$ cat src/rtl/port_regs_pkg.sv
package port_regs_pkg;
  localparam int ADDR_W = 3;

  typedef enum logic [ADDR_W-1:0] {
    OFS_DIN  = 3'd0,
    OFS_DOUT = 3'd1,
    OFS_DIR  = 3'd2,
    OFS_OMC  = 3'd3,
    OFS_MASK = 3'd4,
    OFS_IMC  = 3'd5,
    OFS_EN   = 3'd6,
    OFS_NONE = 3'd7
  } ofs_e;

  localparam int NUM_CTL = 3;
endpackage

$ cat src/rtl/port_ctl_regs.sv
module port_ctl_regs
  import port_regs_pkg::*;
#(
  parameter int W = 8
) (
  input  logic              clk,
  input  logic              rst,
  input  logic              wr_en,
  input  logic [ADDR_W-1:0] addr,
  input  logic [W-1:0]      wdata,
  output logic [W-1:0]      dout_q,
  output logic [W-1:0]      dir_q,
  output logic [W-1:0]      mask_q
);
  logic [W-1:0] regs_q [NUM_CTL];

  for (genvar k = 0; k < NUM_CTL; k++) begin : g_reg
    localparam ofs_e SEL = (k == 0) ? OFS_DOUT : (k == 1) ? OFS_DIR : OFS_MASK;
    always_ff @(posedge clk) begin
      if (rst) begin
        regs_q[k] <= '0;
      end else if (wr_en && (ofs_e'(addr) == SEL)) begin
        regs_q[k] <= wdata;
      end
    end
  end

  assign dout_q = regs_q[0];
  assign dir_q  = regs_q[1];
  assign mask_q = regs_q[2];
endmodule

$ cat src/rtl/port_omc_bank.sv
module port_omc_bank #(
  parameter int W = 8
) (
  input  logic         clk,
  input  logic         rst,
  input  logic         mcu_ld,
  input  logic [W-1:0] mcu_data,
  input  logic [W-1:0] mask,
  input  logic [W-1:0] nxt,
  input  logic [W-1:0] ce,
  output logic [W-1:0] q
);
  for (genvar i = 0; i < W; i++) begin : g_ff
    logic take_mcu;
    assign take_mcu = mcu_ld && !mask[i];
    always_ff @(posedge clk) begin
      if (rst) begin
        q[i] <= 1'b0;
      end else if (take_mcu) begin
        q[i] <= mcu_data[i];
      end else if (ce[i]) begin
        q[i] <= nxt[i];
      end
    end
  end
endmodule

$ cat src/rtl/port_imc_bank.sv
module port_imc_bank #(
  parameter int W = 8
) (
  input  logic         clk,
  input  logic         rst,
  input  logic [W-1:0] pins,
  input  logic [W-1:0] le,
  output logic [W-1:0] q
);
  for (genvar i = 0; i < W; i++) begin : g_cap
    always_ff @(posedge clk) begin
      if (rst) begin
        q[i] <= 1'b0;
      end else if (le[i]) begin
        q[i] <= pins[i];
      end
    end
  end
endmodule

$ cat src/rtl/port_rd_mux.sv
module port_rd_mux
  import port_regs_pkg::*;
#(
  parameter int W = 8
) (
  input  logic              clk,
  input  logic              rst,
  input  logic              rd_en,
  input  logic [ADDR_W-1:0] addr,
  input  logic [W-1:0]      din,
  input  logic [W-1:0]      dout,
  input  logic [W-1:0]      dir,
  input  logic [W-1:0]      omc,
  input  logic [W-1:0]      mask,
  input  logic [W-1:0]      imc,
  input  logic [W-1:0]      en,
  output logic [W-1:0]      rdata
);
  logic [W-1:0] sel_d;

  always_comb begin
    unique case (ofs_e'(addr))
      OFS_DIN:  sel_d = din;
      OFS_DOUT: sel_d = dout;
      OFS_DIR:  sel_d = dir;
      OFS_OMC:  sel_d = omc;
      OFS_MASK: sel_d = mask;
      OFS_IMC:  sel_d = imc;
      OFS_EN:   sel_d = en;
      default:  sel_d = '0;
    endcase
  end

  always_ff @(posedge clk) begin
    if (rst) begin
      rdata <= '0;
    end else if (rd_en) begin
      rdata <= sel_d;
    end
  end
endmodule

$ cat src/rtl/port_regs_top.sv
module port_regs_top
  import port_regs_pkg::*;
#(
  parameter int W = 8
) (
  input  logic              clk,
  input  logic              rst,
  input  logic              bus_wr,
  input  logic              bus_rd,
  input  logic [ADDR_W-1:0] bus_addr,
  input  logic [W-1:0]      bus_wdata,
  output logic [W-1:0]      bus_rdata,
  input  logic [W-1:0]      pin_in,
  input  logic [W-1:0]      pt_oe,
  input  logic [W-1:0]      omc_next,
  input  logic [W-1:0]      omc_ce,
  input  logic [W-1:0]      imc_le,
  output logic [W-1:0]      pad_out,
  output logic [W-1:0]      pad_oe,
  output logic [W-1:0]      omc_q,
  output logic [W-1:0]      imc_q
);
  logic [W-1:0] dout_r;
  logic [W-1:0] dir_r;
  logic [W-1:0] mask_r;
  logic         omc_wr;

  assign omc_wr = bus_wr && (ofs_e'(bus_addr) == OFS_OMC);

  port_ctl_regs #(.W(W)) u_ctl (
    .clk(clk), .rst(rst), .wr_en(bus_wr), .addr(bus_addr), .wdata(bus_wdata),
    .dout_q(dout_r), .dir_q(dir_r), .mask_q(mask_r)
  );

  port_omc_bank #(.W(W)) u_omc (
    .clk(clk), .rst(rst), .mcu_ld(omc_wr), .mcu_data(bus_wdata), .mask(mask_r),
    .nxt(omc_next), .ce(omc_ce), .q(omc_q)
  );

  port_imc_bank #(.W(W)) u_imc (
    .clk(clk), .rst(rst), .pins(pin_in), .le(imc_le), .q(imc_q)
  );

  assign pad_out = dout_r;
  assign pad_oe  = dir_r | pt_oe;

  port_rd_mux #(.W(W)) u_rd (
    .clk(clk), .rst(rst), .rd_en(bus_rd), .addr(bus_addr),
    .din(pin_in), .dout(dout_r), .dir(dir_r), .omc(omc_q), .mask(mask_r),
    .imc(imc_q), .en(pad_oe), .rdata(bus_rdata)
  );
endmodule

$ cat config.mk
export PLATFORM = sky130hd
export DESIGN_NAME = port_regs_top
export DESIGN_NICKNAME = d
export VERILOG_FILES = /design/src/rtl/port_regs_pkg.sv /design/src/rtl/port_ctl_regs.sv /design/src/rtl/port_omc_bank.sv /design/src/rtl/port_imc_bank.sv /design/src/rtl/port_rd_mux.sv /design/src/rtl/port_regs_top.sv
export SDC_FILE = /design/constraint.sdc
export NUM_CORES = 1
export LEC_CHECK = 0
export ABC_AREA = 1
export BUFFER_PORTS_ARGS = -buffer_cell sky130_fd_sc_hd__buf_2
export CAP_MARGIN = 10
export CORE_MARGIN = 2
export CORE_UTILIZATION = 54
export CTS_CLUSTER_DIAMETER = 50
export DETAILED_ROUTE_END_ITERATION = 10
export PLACE_DENSITY = 0.86
export SETUP_SLACK_MARGIN = 0.1
export SLEW_MARGIN = 10
export SYNTH_ARGS = -nofsm -noshare
export SYNTH_HDL_FRONTEND = slang
export SYNTH_HIERARCHICAL = 1
export SYNTH_SLANG_ARGS = --single-unit
$ cat constraint.sdc
create_clock -name clk -period 2.4 [get_ports clk]
set_clock_uncertainty 0.05 [all_clocks]
set_input_delay 0.12 -clock clk [delete_from_list [all_inputs] [get_ports clk]]
set_output_delay 0.12 -clock clk [all_outputs]
set_load 0.01 [all_outputs]
Word-level counts from Yosys, hierarchy flattened:

Memories as Yosys holds them, arrays and structs flattened.
Index checks and enable logic that the tools add are counted.

* equal/unequal tests: 6
* muxes and demuxes: 31
* bitwise operators: 4
* reduce and logical (&&, ||, !) cells: 29

Operator list (number)
* case mux 8 bit (7 select lines): 1
* two-way mux 1 bit: 27
* two-way mux 8 bit: 3
* nonzero test 2 bit: 8
* logical AND 1 bit: 12
* equality test 3 bit, second input constant: 3
* zero test 1 bit: 8
* bitwise OR 8 bit: 1
* equality test 3 x 2 -> 1 bit, second input constant: 2
* equality test 3 x 1 -> 1 bit, second input constant: 1
* zero test 3 bit: 1
* bitwise OR 1 bit: 3

* bits in registers: 24
* RAM bits: 24
* bits of input ports: 55
* output and inout bits: 40
* word-level logic and storage cells: 88
* memories: 1

Memories
* u_ctl.regs_q: words 3, bits a word 8, rd ports 3, clocked after memory_dff 0, wr ports 3, RTL line port_ctl_regs.sv:15 `logic [W-1:0] regs_q [NUM_CTL];`

Logic depth before layout (Yosys ltp):

Gate-level depths: netlist of run 1.

* depth after elaboration: 6
* gate-level depth with buffers: 9

Cells and area by module:

Netlist of run 1, hierarchy kept.

By module, submodules not included
* port_ctl_regs: times used 1, cells each 75, area each 928.4 sq um
* port_rd_mux: times used 1, cells each 165, area each 900.9 sq um
* port_omc_bank: times used 1, cells each 87, area each 475.5 sq um
* port_imc_bank: times used 1, cells each 49, area each 314.1 sq um
* port_regs_top: times used 1, cells each 12, area each 65.1 sq um

Worst setup path after synthesis of run 1:

Ideal clock, no wire load.

* path kind: reg2reg
* start point: mem u_ctl.regs_q[1][2]
* end point: reg u_rd.rdata[2]
* library setup time: 128 ps
* arrival: 988 ps
* data required time: 2222 ps
* slack: 1234 ps
* cell stages (with the launch flop): 8
* buffers on the path: 0
* cells stage by stage: edfxtp_1 or2_1 nand4_1 nand2_1 nor2_1 nand2_1 nand2_1 a21oi_1

RTL lines
* start: declaration: RTL line port_ctl_regs.sv:15
* end signal: assignment: RTL line port_rd_mux.sv:38 `rdata <= sel_d;`
* end: declaration: RTL line port_rd_mux.sv:17 `output logic [W-1:0] rdata`

Worst setup path after layout of run 1:

* start point: in bus_addr[1]
* end point: reg u_omc.q[1]

* word-level cells in the longest chain between the ends: 4
* elaborated cells between the ends (all ways): 5
* classes of those cells: eq/ne (1); mux (1); reduce/logical (3)

RTL lines
* start: declaration: RTL line port_regs_top.sv:10 `input logic [ADDR_W-1:0] bus_addr,`
* equality test 3 x 2 -> 1 bit *: RTL line port_regs_top.sv:28 `assign omc_wr = bus_wr && (ofs_e'(bus_addr) == OFS_OMC);`
* logical AND 1 bit *: RTL line port_regs_top.sv:28
* via omc_wr: RTL line port_regs_top.sv:26 `logic omc_wr;`
* logical AND 1 bit *: RTL line port_omc_bank.sv:15 `assign take_mcu = mcu_ld && !mask[i];`
* two-way mux 1 bit / nonzero test 2 bit (equally long branches)
* end signal: indexed assignment: RTL line port_omc_bank.sv:20 `q[i] <= mcu_data[i];`
* end signal: indexed assignment: RTL line port_omc_bank.sv:22 `q[i] <= nxt[i];`
* end: declaration: RTL line port_omc_bank.sv:11 `output logic [W-1:0] q`

The timed path passes the listed nets; every way through them passes the cells marked *.
A chain may end at the register's enable or synchronous reset.

==> results.sh, run 1 <==
export IMPL_avgViaCountPerCell=5.17
export IMPL_place_hpwl_mm=5.24
export IMPL_die_w_um=74.5
export IMPL_powerDensity_nw_per_um2=567
export IMPL_critPathKind="input pin to flip-flop"
export IMPL_required_ns=2.55
export IMPL_clk_pin_slew_worst_paths_ns=0.09
export IMPL_initialDrtViolationCount=277
export IMPL_antenna_found_initial=0
export IMPL_cp_start_kind="input pin"
export IMPL_cts_tree="yes"
export IMPL_clockBufferDepth=2
export IMPL_end_kind="flip-flop"
export IMPL_cts_made_buffers=5
export IMPL_hold_slack_ns=0.00174
export IMPL_drtAntennaViolNets=0
export IMPL_finalHoldViolations=0
export IMPL_grt_pass1_wl_mm=11.0
export IMPL_clock_root_buffer="clkbuf_8"
export IMPL_max_cap_violations=0
export IMPL_switching_share_pct=27.2
export IMPL_synth_seq_area_share_pct=44.8
export IMPL_period_needed_ns=1.48
export IMPL_overflow=0
export IMPL_cts_setup_buffers=0
export IMPL_yosys_warnings=6
export IMPL_grt_max_degree=30
export IMPL_syn_nets=443
export IMPL_crit_fanout=29
export IMPL_synth_area_um2=2680
export IMPL_arrival_ns=1.63
export IMPL_post_route_period_util_pct=61.9
export IMPL_numPortBuffers=94
export IMPL_peakVddDrop_uv=361
export IMPL_intPower_uw=1360
export IMPL_post_route_cells_drive_above_1_share_pct=23.2
export IMPL_status="complete, no violations"
export IMPL_layout_common_cells="nand2_1, buf_2, nor2_1"
export IMPL_slew_limit_headroom_pct=57.0
export IMPL_fin_tns_setup_ns=0
export IMPL_p_leak_uw=0.00178
export IMPL_rows=25
export IMPL_yosysUniqueCellTypes=19
export IMPL_area_delta_synth_final_pct=22.9
export IMPL_rsz0062_at_grt="no"
export IMPL_drt_wl_total_mm=7.19
export IMPL_die_h_um=74.5
export IMPL_hold_class="input pin to flip-flop"
export IMPL_vias=2819
export IMPL_drc=0
export IMPL_ys_ff_latch=48
export IMPL_num_io_pins=95
export IMPL_fmax_mhz=674
export IMPL_fillCellCount=445
export IMPL_drtPass1Iterations=7
export IMPL_clkSinkCount=48
export IMPL_p_switching_uw=508
export IMPL_initial_core_util_pct=56.4
export IMPL_worstMarginPinSlew_ns=0.642
export IMPL_core_um2=4750
export IMPL_grt_pass1_vias=2443
export IMPL_comb_power_share_pct=17.3
export IMPL_gp_congestion=0.847
export IMPL_antenna_cells=0
export IMPL_drv_slew=0
export IMPL_final_common_cell="nand2_1"
export IMPL_pwr_share_seq_pct=50.8
export IMPL_routedWlPerCell_um=13.2
export IMPL_setup_viol_count_final=0
export IMPL_grt_usage_pct=26.2
export IMPL_syn_inst=388
export IMPL_h_tree_depth=2
export IMPL_nets=532
export IMPL_clockPowerShare_pct=32.0
export IMPL_insertion_delay_ns=0.29
export IMPL_dieArea_um2=5550
export IMPL_synth_area_per_cell_um2=6.92
==> repair_timing <==
item                                    4_1_cts  5_1_grt
hold buffers                                  3        0
endpoints found under the setup margin        0        0
endpoints found under the hold margin         3        0
gates resized for setup                       0        0
==> Yosys cell counts <==
cell type	n	area [µm²]
a21oi_1	9	45.0
buf_2	9	45.0
buf_4	4	30.0
nor2_4	1	11.3
nand3_1	17	85.1
nand4_1	33	206
nor2_1	87	327
buf_1	1	3.75
nor2_2	1	6.26
dfxtp_1	24	480
inv_1	53	199
inv_2	4	15.0
o21ai_0	5	25.0
or2_1	8	50.1
o21ai_1	2	10.0
nand3_2	3	30.0
edfxtp_1	24	721
nand2_1	102	383
buf_6	1	11.3
==> critical path, cell delays in order <==
cell     delay, ns
buf_2         0.45
nand2_1       0.10
nor2_1        0.53
nand2_1       0.18
o21ai_0       0.20
nor2_1        0.05
==> cells by family (layout without fill, tap and decap cells) <==
logic type,count (synthesis),in the layout,synth area share (%)
DFF,48,48,44.8
buffers and inverters,72,162,11.3
and+or+nand+nor,252,252,40.9
AOI/OAI and AO/OA,16,16,2.98
==> final cells by class <==
cell class                      instances  area, µm²  area share [%]
Timing Repair Buffer                   97        500            15.2
Tap cell                               67       83.8            2.54
Sequential cell                        48       1200            36.4
Clock buffer                            8        121            3.68
Inverter                               57        214            6.48
Multi-Input combinational cell        268       1180            35.7
==> path summary, 6_finish.rpt <==
kind	start	to	slack, ns	cells after the start
hold / removal	imc_le[6]	u_imc/q[6]$_SDFFE_PP0P_	0.002	3
setup reg to reg	u_ctl/regs_q[1][7]$_SDFFCE_PN0P_	u_rd/rdata[7]$_SDFFE_PP0P_	1.07	7
setup / recovery	bus_addr[1]	u_omc/q[1]$_SDFFE_PP0P_	0.92	6
hold reg to reg	u_rd/rdata[2]$_SDFFE_PP0P_	u_rd/rdata[2]$_SDFFE_PP0P_	0.42	2
==> power by group through the flow <==
| stage | Sequential [µW] | Combinational (µW) | Clock, µW |
|---|---|---|---|
| after floorplan | 977 | 171 | 0 |
| after global placement | 968 | 306 | 0 |
| after detailed placement | 968 | 316 | 0 |
| after CTS | 950 | 321 | 604 |
| after global routing | 956 | 362 | 634 |
| final | 950 | 323 | 598 |
==> flip-flops by register name, indices dropped and copies added, names as in the netlist <==
| signal | count |
|---|---|
| u_ctl/regs_q | 24 |
| u_imc/q | 8 |
| u_omc/q | 8 |
| u_rd/rdata | 8 |
==> through the flow <==
stage / cell area [µm²] / cells / total power, µW / setup WS (ns) / utilization [%]
after detailed placement: 3150 / 534 / 1280 / 0.620 / 66.2
after CTS: 3300 / 545 / 1870 / 0.943 / 69.4
after global placement: 3150 / 534 / 1270 / 0.708 / 66.2
after floorplan: 2680 / 388 / 1150 / 1.23 / -
final: 3300 / 545 / 1870 / 0.915 / 69.4
after global routing: 3300 / 545 / 1950 / 0.809 / 69.4
==> per-layer routing <==
| metal | wire, µm | global-route usage (%) | vias up |
|---|---|---|---|
| met2 | 3440 | 44.4 | 154 |
| met3 | 673 | 5.01 | 13 |
| met5 | 0 | 0 | - |
| met4 | 116 | 8.93 | 0 |
| li1 | - | - | 1403 |
| met1 | 2950 | 33.6 | 1249 |
Note: power is estimated with default switching activity, not from simulation.
==> run 2: changes to the inputs <==
- CORE_UTILIZATION: 54 -> 50
- PLACE_DENSITY: 0.86 -> 0.8
- clock period: 2.4 -> 1.4 ns (I/O delays scaled with it)
==> results.sh, run 2 (synthesis results as in run 1) <==
export IMPL_fillCellCount=453
export IMPL_h_tree_depth=2
export IMPL_top_register="u_ctl/regs_q"
export IMPL_fmax_mhz=787
export IMPL_p_total_uw=3210
export IMPL_dieArea_um2=5970
export IMPL_layout_common_cells="nand2_1, buf_2, nor2_1"
export IMPL_hold_slack_ns=0.0129
export IMPL_vias=2850
export IMPL_drv_slew=0
export IMPL_drtPass1Iterations=4
export IMPL_max_cap_violations=0
export IMPL_critPathKind="flip-flop to flip-flop"
export IMPL_clockPowerShare_pct=30.3
export IMPL_slew_limit_headroom_pct=75.9
export IMPL_grt_pass1_vias=2672
export IMPL_avgViaCountPerCell=5.00
export IMPL_gp_congestion=0.857
export IMPL_fin_tns_setup_ns=0
export IMPL_max_stage_delay_ns=0.39
export IMPL_path_common_cell="nand2_1"
export IMPL_stdcell_count=570
export IMPL_peakVddDrop_uv=638
export IMPL_clockBufferDepth=2
export IMPL_grt_usage_pct=24.3
export IMPL_crit_fanout=2
export IMPL_powerDensity_nw_per_um2=915
export IMPL_insertion_delay_ns=0.30
export IMPL_slowest_stage="edfxtp_1"
export IMPL_switching_share_pct=26.8
export IMPL_cts_tree="yes"
export IMPL_area_delta_synth_final_pct=30.8
export IMPL_drtAntennaViolNets=0
export IMPL_post_route_period_util_pct=90.8
export IMPL_nets=554
export IMPL_setup_viol_count_final=0
export IMPL_pwr_share_seq_pct=51.0
export IMPL_core_um2=5140
export IMPL_grt_max_degree=20
export IMPL_cts_made_buffers=5
export IMPL_place_hpwl_mm=5.49
export IMPL_p_switching_uw=861
export IMPL_clkSinkCount=48
export IMPL_place_inst=545
export IMPL_status="complete, no violations"
export IMPL_finalHoldViolations=0
export IMPL_p_leak_uw=0.00188
export IMPL_overflow=0
export IMPL_num_io_pins=95
export IMPL_numPortBuffers=94
export IMPL_rsz0062_at_grt="yes"
export IMPL_rows=26
export IMPL_antenna_found_initial=0
export IMPL_required_ns=1.54
export IMPL_post_route_cells_drive_above_1_share_pct=25.0
export IMPL_initialDrtViolationCount=177
export IMPL_initial_core_util_pct=52.2
export IMPL_intPower_uw=2350
export IMPL_drc=0
export IMPL_worstMarginPinSlew_ns=0.361
export IMPL_largest_reg_flops=24
export IMPL_die_h_um=77.3
export IMPL_clk_pin_slew_worst_paths_ns=0.09
export IMPL_drt_wl_total_mm=7.22
export IMPL_hold_class="input pin to flip-flop"
export IMPL_cp_start_kind="flip-flop"
export IMPL_period_needed_ns=1.27
export IMPL_antenna_cells=0
export IMPL_routedWlPerCell_um=12.7
export IMPL_arrival_ns=1.41
export IMPL_clock_root_buffer="clkbuf_8"
export IMPL_comb_power_share_pct=18.7
export IMPL_end_kind="flip-flop"
export IMPL_grt_pass1_wl_mm=11.8
export IMPL_die_w_um=77.3
export IMPL_crit_chain="or2_1 > nand4_1 > nand2_1 > nor2_1 > nand2_1 > nand2_1 > a21oi_1"
export IMPL_final_common_cell="nand2_1"
## run 2: changes by cell type in the layout (fill, tap and decap cells not counted), sizes merged
cell,previous run,this run
dlygate4sd3,3,15
buf,94,104
clkbuf,8,6
bufinv,0,1
clkinv,0,1
## run 2: path summary, 6_finish.rpt
| check | startpoint | to | slack (ns) | cells after the start |
|---|---|---|---|---|
| min reg2reg | u_rd/rdata[5]$_SDFFE_PP0P_ | u_rd/rdata[5]$_SDFFE_PP0P_ | 0.42 | 2 |
| min | omc_ce[6] | u_omc/q[6]$_SDFFE_PP0P_ | 0.01 | 4 |
| max reg2reg | u_ctl/regs_q[1][2]$_SDFFCE_PN0P_ | u_rd/rdata[2]$_SDFFE_PP0P_ | 0.13 | 7 |
| max | u_ctl/regs_q[1][2]$_SDFFCE_PN0P_ | u_rd/rdata[2]$_SDFFE_PP0P_ | 0.13 | 7 |
## run 2: per-layer routing
layer | vias up | global-route usage (%) | wire length [µm]
met5 | - | 0 | 0
met4 | 0 | 7.50 | 81
met3 | 8 | 5.41 | 516
met2 | 117 | 43.7 | 3520
met1 | 1275 | 28.7 | 3100
li1 | 1450 | - | -
## run 2: area by class of cell
class	instances	area, µm²	share of cell area [%]
tap	70	87.6	2.50
inverter	57	214	6.10
sequential	48	1200	34.2
clock inverter	2	35.0	0.998
multi-input combinational	268	1190	33.9
clock buffer	6	72.6	2.07
timing repair buffer	119	708	20.2
## run 2: power by group through the flow
stage,Combinational (µW),Clock [µW],Sequential [µW]
6_report,601,974,1640
5_1_grt,670,1070,1650
4_1_cts,587,1000,1640
3_5_place_dp,552,0,1670
3_3_place_gp,539,0,1670
2_1_floorplan,294,0,1670
## run 2: per-stage QoR
stage | area (µm²) | utilization, % | setup WS [ns]
after global placement | 3220 | 62.7 | 0.122
after floorplan | 2680 | - | 0.234
final | 3510 | 68.3 | 0.129
after detailed placement | 3220 | 62.7 | 0.121
after CTS | 3480 | 67.8 | 0.110
after global routing | 3510 | 68.3 | 0.0211
## run 2: repair_timing
item / in CTS / in global routing
setup buffers: 0 / 2
resized for setup: 1 / 4
pin swaps: 0 / 13
hold buffers: 15 / 0
endpoints found under the setup margin: 1 / 7
hold endpoints to repair: 15 / 0
## run 2: critical path, delay by kind of cell (launching register included)
family | cells | cell delay [ns]
compound gates | 1 | 0.06
simple gates | 6 | 0.66
flops | 1 | 0.39
==> run 3: changes to the inputs <==
--- a/constraint.sdc
+++ b/constraint.sdc
@@ -4,2 +4,2 @@
 set_output_delay 0.07 -clock clk [all_outputs]
-set_load 0.01 [all_outputs]
+set_load 0.05 [all_outputs]
==> results.sh, run 3 (synthesis results as in run 1) <==
export IMPL_status="complete, no violations"
export IMPL_vias=2855
export IMPL_hold_class="input pin to flip-flop"
export IMPL_slowest_stage="edfxtp_1"
export IMPL_arrival_ns=1.16
export IMPL_area_delta_synth_final_pct=30.8
export IMPL_die_h_um=77.3
export IMPL_whs_path_depth=4
export IMPL_finalHoldViolations=0
export IMPL_fmax_mhz=783
export IMPL_rows=26
export IMPL_fillCellCount=437
export IMPL_drv_slew=0
export IMPL_reg2reg_slack_ns=0.15
export IMPL_peakVddDrop_uv=502
export IMPL_drtAntennaViolNets=0
export IMPL_setup_worst_path_start="u_ctl/regs_q[1][5]$_SDFFCE_PN0P_"
export IMPL_max_stage_delay_ns=0.42
export IMPL_worstMarginPinSlew_ns=0.401
export IMPL_hold_slack_ns=0.0121
export IMPL_cts_made_buffers=5
export IMPL_numPortBuffers=94
export IMPL_post_route_cells_drive_above_1_share_pct=25.6
export IMPL_fin_tns_setup_ns=0
export IMPL_dieArea_um2=5970
export IMPL_grt_pass1_wl_mm=12.2
export IMPL_top_register="u_ctl/regs_q"
export IMPL_grt_max_degree=27
export IMPL_worst_slack_ns=0.123
export IMPL_drt_wl_total_mm=7.38
export IMPL_setup_viol_count_final=0
export IMPL_insertion_delay_ns=0.30
export IMPL_clk_pin_slew_worst_paths_ns=0.09
export IMPL_nets=551
export IMPL_cp_start_kind="flip-flop"
export IMPL_placed_area_um2=3220
export IMPL_end_kind="output port"
export IMPL_max_cap_violations=0
export IMPL_core_um2=5140
export IMPL_post_place_ws_ns=0.0470
export IMPL_place_hpwl_mm=5.39
export IMPL_avgViaCountPerCell=5.04
export IMPL_min_from="omc_ce[1]"
export IMPL_grt_pass1_vias=2689
export IMPL_slew_limit_headroom_pct=73.2
export IMPL_powerDensity_nw_per_um2=949
export IMPL_clkSinkCount=48
export IMPL_cp_endpoint="pad_oe[5]"
export IMPL_r2r_start="u_ctl/regs_q[1][6]$_SDFFCE_PN0P_"
export IMPL_initialDrtViolationCount=266
export IMPL_initial_core_util_pct=52.2
export IMPL_clock_root_buffer="clkbuf_8"
export IMPL_h_tree_depth=2
export IMPL_die_w_um=77.3
export IMPL_post_route_period_util_pct=91.2
export IMPL_antenna_cells=0
export IMPL_final_common_cell="nand2_1"
export IMPL_gp_congestion=0.870
export IMPL_required_ns=1.28
export IMPL_crit_chain="or2_4 > buf_4"
export IMPL_critPathKind="flip-flop to output port"
export IMPL_rsz0062_at_grt="yes"
export IMPL_num_io_pins=95
export IMPL_p_total_uw=3330
export IMPL_cts_tree="yes"
export IMPL_p_leak_uw=0.00188
export IMPL_clockBufferDepth=2
export IMPL_r2r_end="u_rd/rdata[6]$_SDFFE_PP0P_"
export IMPL_largest_reg_flops=24
export IMPL_period_needed_ns=1.28
export IMPL_drc=0
export IMPL_reg2reg_depth=7
export IMPL_layout_common_cells="nand2_1, buf_2, nor2_1"
export IMPL_routedWlPerCell_um=13.0
export IMPL_fin_area_um2=3510
export IMPL_antenna_found_initial=0
export IMPL_crit_fanout=2
export IMPL_grt_usage_pct=25.3
export IMPL_drtPass1Iterations=4
export IMPL_overflow=0
==> run 3: per-stage QoR <==
| step | util, % | std cells |
|---|---|---|
| global route | 68.3 | 567 |
| finish | 68.3 | 567 |
| floorplan | - | 388 |
| detailed placement | 62.6 | 543 |
| global placement | 62.6 | 543 |
| CTS | 67.5 | 566 |
==> run 3: area by class of cell <==
type / instances / area [µm²] / area share, %
well taps: 70 / 87.6 / 2.49
flip-flops and latches: 48 / 1200 / 34.2
clock buffers: 7 / 86.3 / 2.46
clock inverters: 1 / 3.75 / 0.107
inverters: 57 / 214 / 6.09
multi-input cells: 268 / 1210 / 34.4
repair buffers: 116 / 712 / 20.3
==> run 3: worst min path at each step <==
stage / endpoint / slack, ns
final: u_omc/q[1]$_SDFFE_PP0P_ / 0.01
after global routing: u_omc/q[5]$_SDFFE_PP0P_ / 0.03
after CTS: u_omc/q[1]$_SDFFE_PP0P_ / 0.008
after detailed placement: u_imc/q[7]$_SDFFE_PP0P_ / 0.26
after global placement: u_imc/q[2]$_SDFFE_PP0P_ / 0.25
after floorplan: u_imc/q[0]$_SDFFE_PP0P_ / 0.15
==> run 3: timing repair <==
action / in CTS / in global routing
resized for setup: 4 / 15
buffers inserted: 0 / 1
cloned: 0 / 0
pin swaps: 0 / 5
hold endpoints to repair: 15 / 0
endpoints found under the setup margin: 4 / 15
hold buffers: 15 / 0
==> run 3: worst max-delay path: cells and delay by family, from the launching register on <==
| family | cells | cell delay [ns] |
|---|---|---|
| flip-flops | 1 | 0.42 |
| AND/OR/NAND/NOR | 1 | 0.25 |
| buffers and inverters | 1 | 0.19 |
==> run 3: report_power, final <==
| group | switching (µW) | leakage (µW) | internal, µW |
|---|---|---|---|
| clock network | 453 | 0.0000459 | 397 |
| registers | 66.2 | 0.000430 | 1570 |
| logic | 580 | 0.00140 | 268 |
==> run 3: metal layers <==
layer	share of wire (%)	GRT usage [%]	vias to the layer above
li1	-	-	1443
met1	42	30.3	1282
met2	50	45.5	123
met3	7.3	6.24	7
met4	0.70	5.89	0
met5	0	0	-
